<file path="src/rtl/sram_seq_pkg.sv">
package sram_seq_pkg;
  function automatic int cycles_needed(input int clk_ps, input int rd_ps, input int wr_ps);
    int worst;
    int n;
    worst = (rd_ps > wr_ps) ? rd_ps : wr_ps;
    n = (worst + clk_ps - 1) / clk_ps;
    return (n < 3) ? 3 : n;
  endfunction

  function automatic logic strobe_phase(input int phase, input int n);
    return (phase >= 2) && (phase <= n - 1);
  endfunction
endpackage

</file>
<file path="src/rtl/sram_seq_timer.sv">
module sram_seq_timer #(
  parameter int NCYC = 4,
  parameter int PH_W = 3
) (
  input  logic            clk,
  input  logic            rst_n,
  input  logic            accept,
  output logic            busy,
  output logic [PH_W-1:0] phase,
  output logic            busy_nxt,
  output logic [PH_W-1:0] phase_nxt,
  output logic            last
);
  localparam logic [PH_W-1:0] LAST_PH = PH_W'(NCYC);

  always_comb begin
    busy_nxt  = busy;
    phase_nxt = phase;
    if (accept) begin
      busy_nxt  = 1'b1;
      phase_nxt = PH_W'(1);
    end else if (busy) begin
      if (phase == LAST_PH) begin
        busy_nxt  = 1'b0;
        phase_nxt = '0;
      end else begin
        phase_nxt = phase + PH_W'(1);
      end
    end
  end

  always_ff @(posedge clk or negedge rst_n) begin
    if (!rst_n) begin
      busy  <= 1'b0;
      phase <= '0;
    end else begin
      busy  <= busy_nxt;
      phase <= phase_nxt;
    end
  end

  assign last = busy && (phase == LAST_PH);
endmodule

</file>
<file path="src/rtl/sram_seq_pins.sv">
module sram_seq_pins
  import sram_seq_pkg::*;
#(
  parameter int ADDR_W = 12,
  parameter int DATA_W = 16,
  parameter int NCYC   = 4,
  parameter int PH_W   = 3
) (
  input  logic              clk,
  input  logic              rst_n,
  input  logic              accept,
  input  logic              req_write,
  input  logic [ADDR_W-1:0] req_addr,
  input  logic [DATA_W-1:0] req_wdata,
  input  logic              busy_nxt,
  input  logic [PH_W-1:0]   phase_nxt,
  output logic              op_write,
  output logic [ADDR_W-1:0] mem_addr,
  output logic              mem_ce_n,
  output logic              mem_oe_n,
  output logic              mem_we_n,
  output logic [DATA_W-1:0] mem_dq_out,
  output logic              mem_dq_oe
);
  logic wr_nxt;
  assign wr_nxt = accept ? req_write : op_write;

  always_ff @(posedge clk or negedge rst_n) begin
    if (!rst_n) begin
      op_write   <= 1'b0;
      mem_addr   <= '0;
      mem_dq_out <= '0;
      mem_ce_n   <= 1'b1;
      mem_oe_n   <= 1'b1;
      mem_we_n   <= 1'b1;
      mem_dq_oe  <= 1'b0;
    end else begin
      op_write  <= wr_nxt;
      if (accept) begin
        mem_addr   <= req_addr;
        mem_dq_out <= req_wdata;
      end
      mem_ce_n  <= !busy_nxt;
      mem_oe_n  <= !(busy_nxt && !wr_nxt);
      mem_we_n  <= !(busy_nxt && wr_nxt && strobe_phase(int'(phase_nxt), NCYC));
      mem_dq_oe <= busy_nxt && wr_nxt;
    end
  end
endmodule

</file>
<file path="src/rtl/sram_seq_capture.sv">
module sram_seq_capture #(
  parameter int DATA_W = 16
) (
  input  logic              clk,
  input  logic              rst_n,
  input  logic              last,
  input  logic              op_write,
  input  logic [DATA_W-1:0] mem_dq_in,
  output logic              done,
  output logic [DATA_W-1:0] rd_data
);
  always_ff @(posedge clk or negedge rst_n) begin
    if (!rst_n) begin
      done    <= 1'b0;
      rd_data <= '0;
    end else begin
      done <= last;
      if (last && !op_write) rd_data <= mem_dq_in;
    end
  end
endmodule

</file>
<file path="src/rtl/sram_seq.sv">
module sram_seq
  import sram_seq_pkg::*;
#(
  parameter int ADDR_W   = 12,
  parameter int DATA_W   = 16,
  parameter int CLK_PS   = 20000,
  parameter int READ_PS  = 65000,
  parameter int WRITE_PS = 75000
) (
  input  logic              clk,
  input  logic              rst_n,
  input  logic              req_valid,
  input  logic              req_write,
  input  logic [ADDR_W-1:0] req_addr,
  input  logic [DATA_W-1:0] req_wdata,
  output logic              ready,
  output logic              done,
  output logic [DATA_W-1:0] rd_data,
  output logic [ADDR_W-1:0] mem_addr,
  output logic              mem_ce_n,
  output logic              mem_oe_n,
  output logic              mem_we_n,
  output logic [DATA_W-1:0] mem_dq_out,
  output logic              mem_dq_oe,
  input  logic [DATA_W-1:0] mem_dq_in
);
  // access length fixed at elaboration
  localparam int NCYC = cycles_needed(CLK_PS, READ_PS, WRITE_PS);
  localparam int PH_W = $clog2(NCYC + 1);

  logic            busy;
  logic [PH_W-1:0] phase;
  logic            busy_nxt;
  logic [PH_W-1:0] phase_nxt;
  logic            last_phase;
  logic            accept;
  logic            op_write;

  assign ready  = !busy;
  assign accept = req_valid && ready;

  sram_seq_timer #(.NCYC(NCYC), .PH_W(PH_W)) u_timer (
    .clk(clk), .rst_n(rst_n), .accept(accept),
    .busy(busy), .phase(phase), .busy_nxt(busy_nxt),
    .phase_nxt(phase_nxt), .last(last_phase)
  );

  sram_seq_pins #(.ADDR_W(ADDR_W), .DATA_W(DATA_W), .NCYC(NCYC), .PH_W(PH_W)) u_pins (
    .clk(clk), .rst_n(rst_n), .accept(accept), .req_write(req_write),
    .req_addr(req_addr), .req_wdata(req_wdata), .busy_nxt(busy_nxt),
    .phase_nxt(phase_nxt), .op_write(op_write), .mem_addr(mem_addr),
    .mem_ce_n(mem_ce_n), .mem_oe_n(mem_oe_n), .mem_we_n(mem_we_n),
    .mem_dq_out(mem_dq_out), .mem_dq_oe(mem_dq_oe)
  );

  sram_seq_capture #(.DATA_W(DATA_W)) u_capture (
    .clk(clk), .rst_n(rst_n), .last(last_phase), .op_write(op_write),
    .mem_dq_in(mem_dq_in), .done(done), .rd_data(rd_data)
  );
endmodule

</file>
<file path="config.mk">
export PLATFORM = sky130hd
export DESIGN_NAME = sram_seq
export DESIGN_NICKNAME = d
export VERILOG_FILES = /design/src/rtl/sram_seq_pkg.sv /design/src/rtl/sram_seq_timer.sv /design/src/rtl/sram_seq_pins.sv /design/src/rtl/sram_seq_capture.sv /design/src/rtl/sram_seq.sv
export SDC_FILE = /design/constraint.sdc
export NUM_CORES = 1
export LEC_CHECK = 0
export ABC_AREA = 1
export BUFFER_PORTS_ARGS = -buffer_cell sky130_fd_sc_hd__buf_2
export CAP_MARGIN = 10
export CORE_UTILIZATION = 40
export CTS_BUF_LIST = sky130_fd_sc_hd__clkbuf_4 sky130_fd_sc_hd__clkbuf_8
export DETAILED_ROUTE_END_ITERATION = 10
export GPL_ROUTABILITY_DRIVEN = 0
export PLACE_DENSITY = 0.7
export SYNTH_ARGS = -nofsm -noshare
export SYNTH_HDL_FRONTEND = slang
export SYNTH_SLANG_ARGS = --single-unit
</file>
<file path="constraint.sdc">
create_clock -name clk -period 2.53 [get_ports clk]
set_input_delay 0.6325 -clock clk [delete_from_list [all_inputs] [get_ports clk]]
set_output_delay 0.6325 -clock clk [all_outputs]
set_load 0.005 [all_outputs]
</file>
==> impl_metrics.csv <==
group,metric,value,unit
power_and_ir_drop,internal_power,1.99,mW
logic_synthesis,synthTopCellsByArea,"dfrtp_1 (58%), nand2_1 (17%), nand3_1 (11%)",
sta,finalSetupViolCount,0,
logic_synthesis,synth_top_area_share,58.4,%
clock_network,clk_path_buf_depth,2,
route,drtIter0Drc,97,
clock_network,clock_latency,0.30,ns
grt,grt_usage,18.6,%
power_and_ir_drop,power_frac_seq,47.5,%
critical_path,endpoint_kind,"output pin",
logic_synthesis,synth.net_count,286,
critical_path,path_max_fanout,14,
die,die_area,5760,um2
logic_synthesis,syn_avg_cell_area,9.26,um2
finish,fill_cells,497,
finish,nNetsFinal,382,
clock_network,postCtsHoldBufs,0,
sta,min_period_over_period,69.8,%
route,totalWireLength,4920,um
finish,final_cell_area,2800,um2
sta,post-route-min-period,1.77,ns
power_and_ir_drop,clkPwrFrac,15.3,%
sta,drv_slew,0,
clock_network,path_clk_slew,0.09,ns
finish,seqCellArea,1360,um2
route,via_per_inst,4.72,
power_and_ir_drop,swShare,36.6,%
die,io_pins,98,
finish,final_cell_count_no_fill,403,
finish,diodes,0,
logic_synthesis,synth_edf_count,0,
clock_network,cts_sinks,54,
power_and_ir_drop,total_power,3.13,mW
sta,finClkSkew,0.00665,ns
die,die-width,75.9,um
sta,slew_headroom,59.0,%
sta,hold_viol_final,0,
grt,grt_pass1_vias,1828,
critical_path,r2r_start,"u_timer.busy",
power_and_ir_drop,p_comb_share,37.2,%
clock_network,ctsResizeCount,0,
route,antenna_left,0,
logic_synthesis,yosysSeqAreaShare,62.0,%
clock_network,htreeDepth,2,
route,wl_per_cell,12.2,um
critical_path,worst-endpoint-required,1.90,ns
die,die_h,75.9,um
logic_synthesis,yosys_warnings,0,
clock_network,cts_tree,"yes",
power_and_ir_drop,total_leakage_power,1.63,nW
sta,finalSetupTns,0,ns
finish,utilization,54.0,%
logic_synthesis,synthCells,236,
clock_network,root_buffer,"clkbuf_8",
logic_synthesis,synth_top_area_cell,"dfrtp_1",
critical_path,timing.rr.end,"u_pins.mem_we_n",
route,drc_errors,0,
place,portBuffers,97,
power_and_ir_drop,irDropWorstVdd,487,uV
route,num_vias,1902,
grt,antenna_found_initial,0,
flow_run,drv_cap,0,
critical_path,ff2ff_path_depth,6,
place,placed_cells,395,
finish,syn_to_final_growth,27.9,%
logic_synthesis,ys_ff_latch,54,
place,place_ws,0.879,ns
clock_network,numCtsBuffers,5,
critical_path,path_class,"flop to output pin",
place,dp_hpwl,3490,um
die,start_util,42.2,%
sta,fmax,566,MHz
power_and_ir_drop,net-switching-power,1.15,mW
logic_synthesis,yosysUniqueCellTypes,19,
critical_path,critPathLaunchType,"flop",
place,dpl-instance-area,2710,um2
sta,worstMarginPinSlew,0.614,ns
logic_synthesis,synth_top_flop_cell,"dfrtp_1",
power_and_ir_drop,powerDensity,1120,nW/um2
finish,multi_input_area,693,um2
route,drtPass1Iterations,4,
logic_synthesis,ys_top_cells_by_count,"nand2_1 (99), dfrtp_1 (51), nand3_1 (48), inv_1 (10), buf_2 (6)",
grt,grt_pass1_wl,8540,um
sta,holdWs,0.326,ns
logic_synthesis,syn_area,2180,um2
grt,overflow,0,
die,row_count,26,
logic_synthesis,async_reset_ff_share,100,%
sta,rsz0062_at_grt,"false",
critical_path,r2r_slack,0.94,ns
run_status,outcome,"finished clean",
clock_network,cts_setup_buffers,0,
grt,grt_max_degree,31,
finish,layout-drive-gt1-share,36.0,%
critical_path,crit_arrival,1.13,ns
sta,fin_ws,0.764,ns
logic_synthesis,synth_most_common_cell,"nand2_1",
hold_path,hp-class,"input port to asynchronous set/reset pin",
die,core_area,5170,um2
## power groups by stage
stage / registers (mW) / clock network [mW] / logic (mW)
finish: 1.49 / 0.478 / 1.17
global route: 1.55 / 0.529 / 1.34
CTS: 1.49 / 0.495 / 1.19
detailed placement: 1.50 / 0 / 1.19
global placement: 1.51 / 0 / 1.14
floorplan: 1.54 / 0 / 0.599
## per-layer routing
layer	track usage, %	wire (um)	vias to the layer above
met5	0	0	-
met4	6.15	81	0
met3	6.51	430	11
met2	29.7	2170	83
met1	23.5	2240	872
li1	-	-	936
## registers in the layout, indices dropped and copies added (netlist names)
register / flops
u_pins.op_write: 1
u_pins.mem_dq_oe: 1
u_timer.phase: 3
u_capture.rd_data: 16
u_pins.mem_ce_n: 1
u_timer.busy: 1
u_pins.mem_oe_n: 1
u_capture.done: 1
u_pins.mem_we_n: 1
u_pins.mem_dq_out: 16
u_pins.mem_addr: 12
## logic make-up after synthesis
logic type / count (synthesis) / share of synthesized area (%)
AOI/OAI and AO/OA: 2 / 0.458
and+or+nand+nor: 153 / 30.1
buffers and inverters: 25 / 6.24
adders and majority gates: 2 / 1.15
DFF: 54 / 62.0
## area by class of cell
class                           count  area share, %
Tap cell                           70           3.13
Clock inverter                      2          0.492
Inverter                           13           1.92
Timing Repair Buffer              101           18.4
Multi-Input combinational cell    157           24.8
Sequential cell                    54           48.5
Clock buffer                        6           2.73
## worst max-delay path, stage by stage, from the launching register on
cell,delay (ns)
dfrtp_1,0.44
inv_2,0.22
buf_2,0.16
## cells in the final DEF, fill, tap and decap left out, types with 2 or more instances in the layout
cell type  Yosys  layout
nand2_1       99      99
buf_2          6      97
dfrtp_1       51      51
nand3_1       48      48
inv_1         10      10
clkbuf_8       0       5
buf_4          2       4
nand2_2        3       3
dfstp_2        3       3
clkinv_4       1       2
ha_1           2       2
## worst max-delay path by stage
stage                             from         endpoint  slack (ns)  cells past startpoint
after global placement       req_valid  u_pins.mem_we_n        0.94                      6
after global routing      u_timer.busy            ready        0.71                      2
final                     u_timer.busy            ready        0.76                      2
after floorplan           u_timer.busy            ready        1.21                      2
after detailed placement     req_valid  u_pins.mem_we_n        0.88                      6
after CTS                 u_timer.busy            ready        0.76                      2
Power figures use the tool's default switching activity.
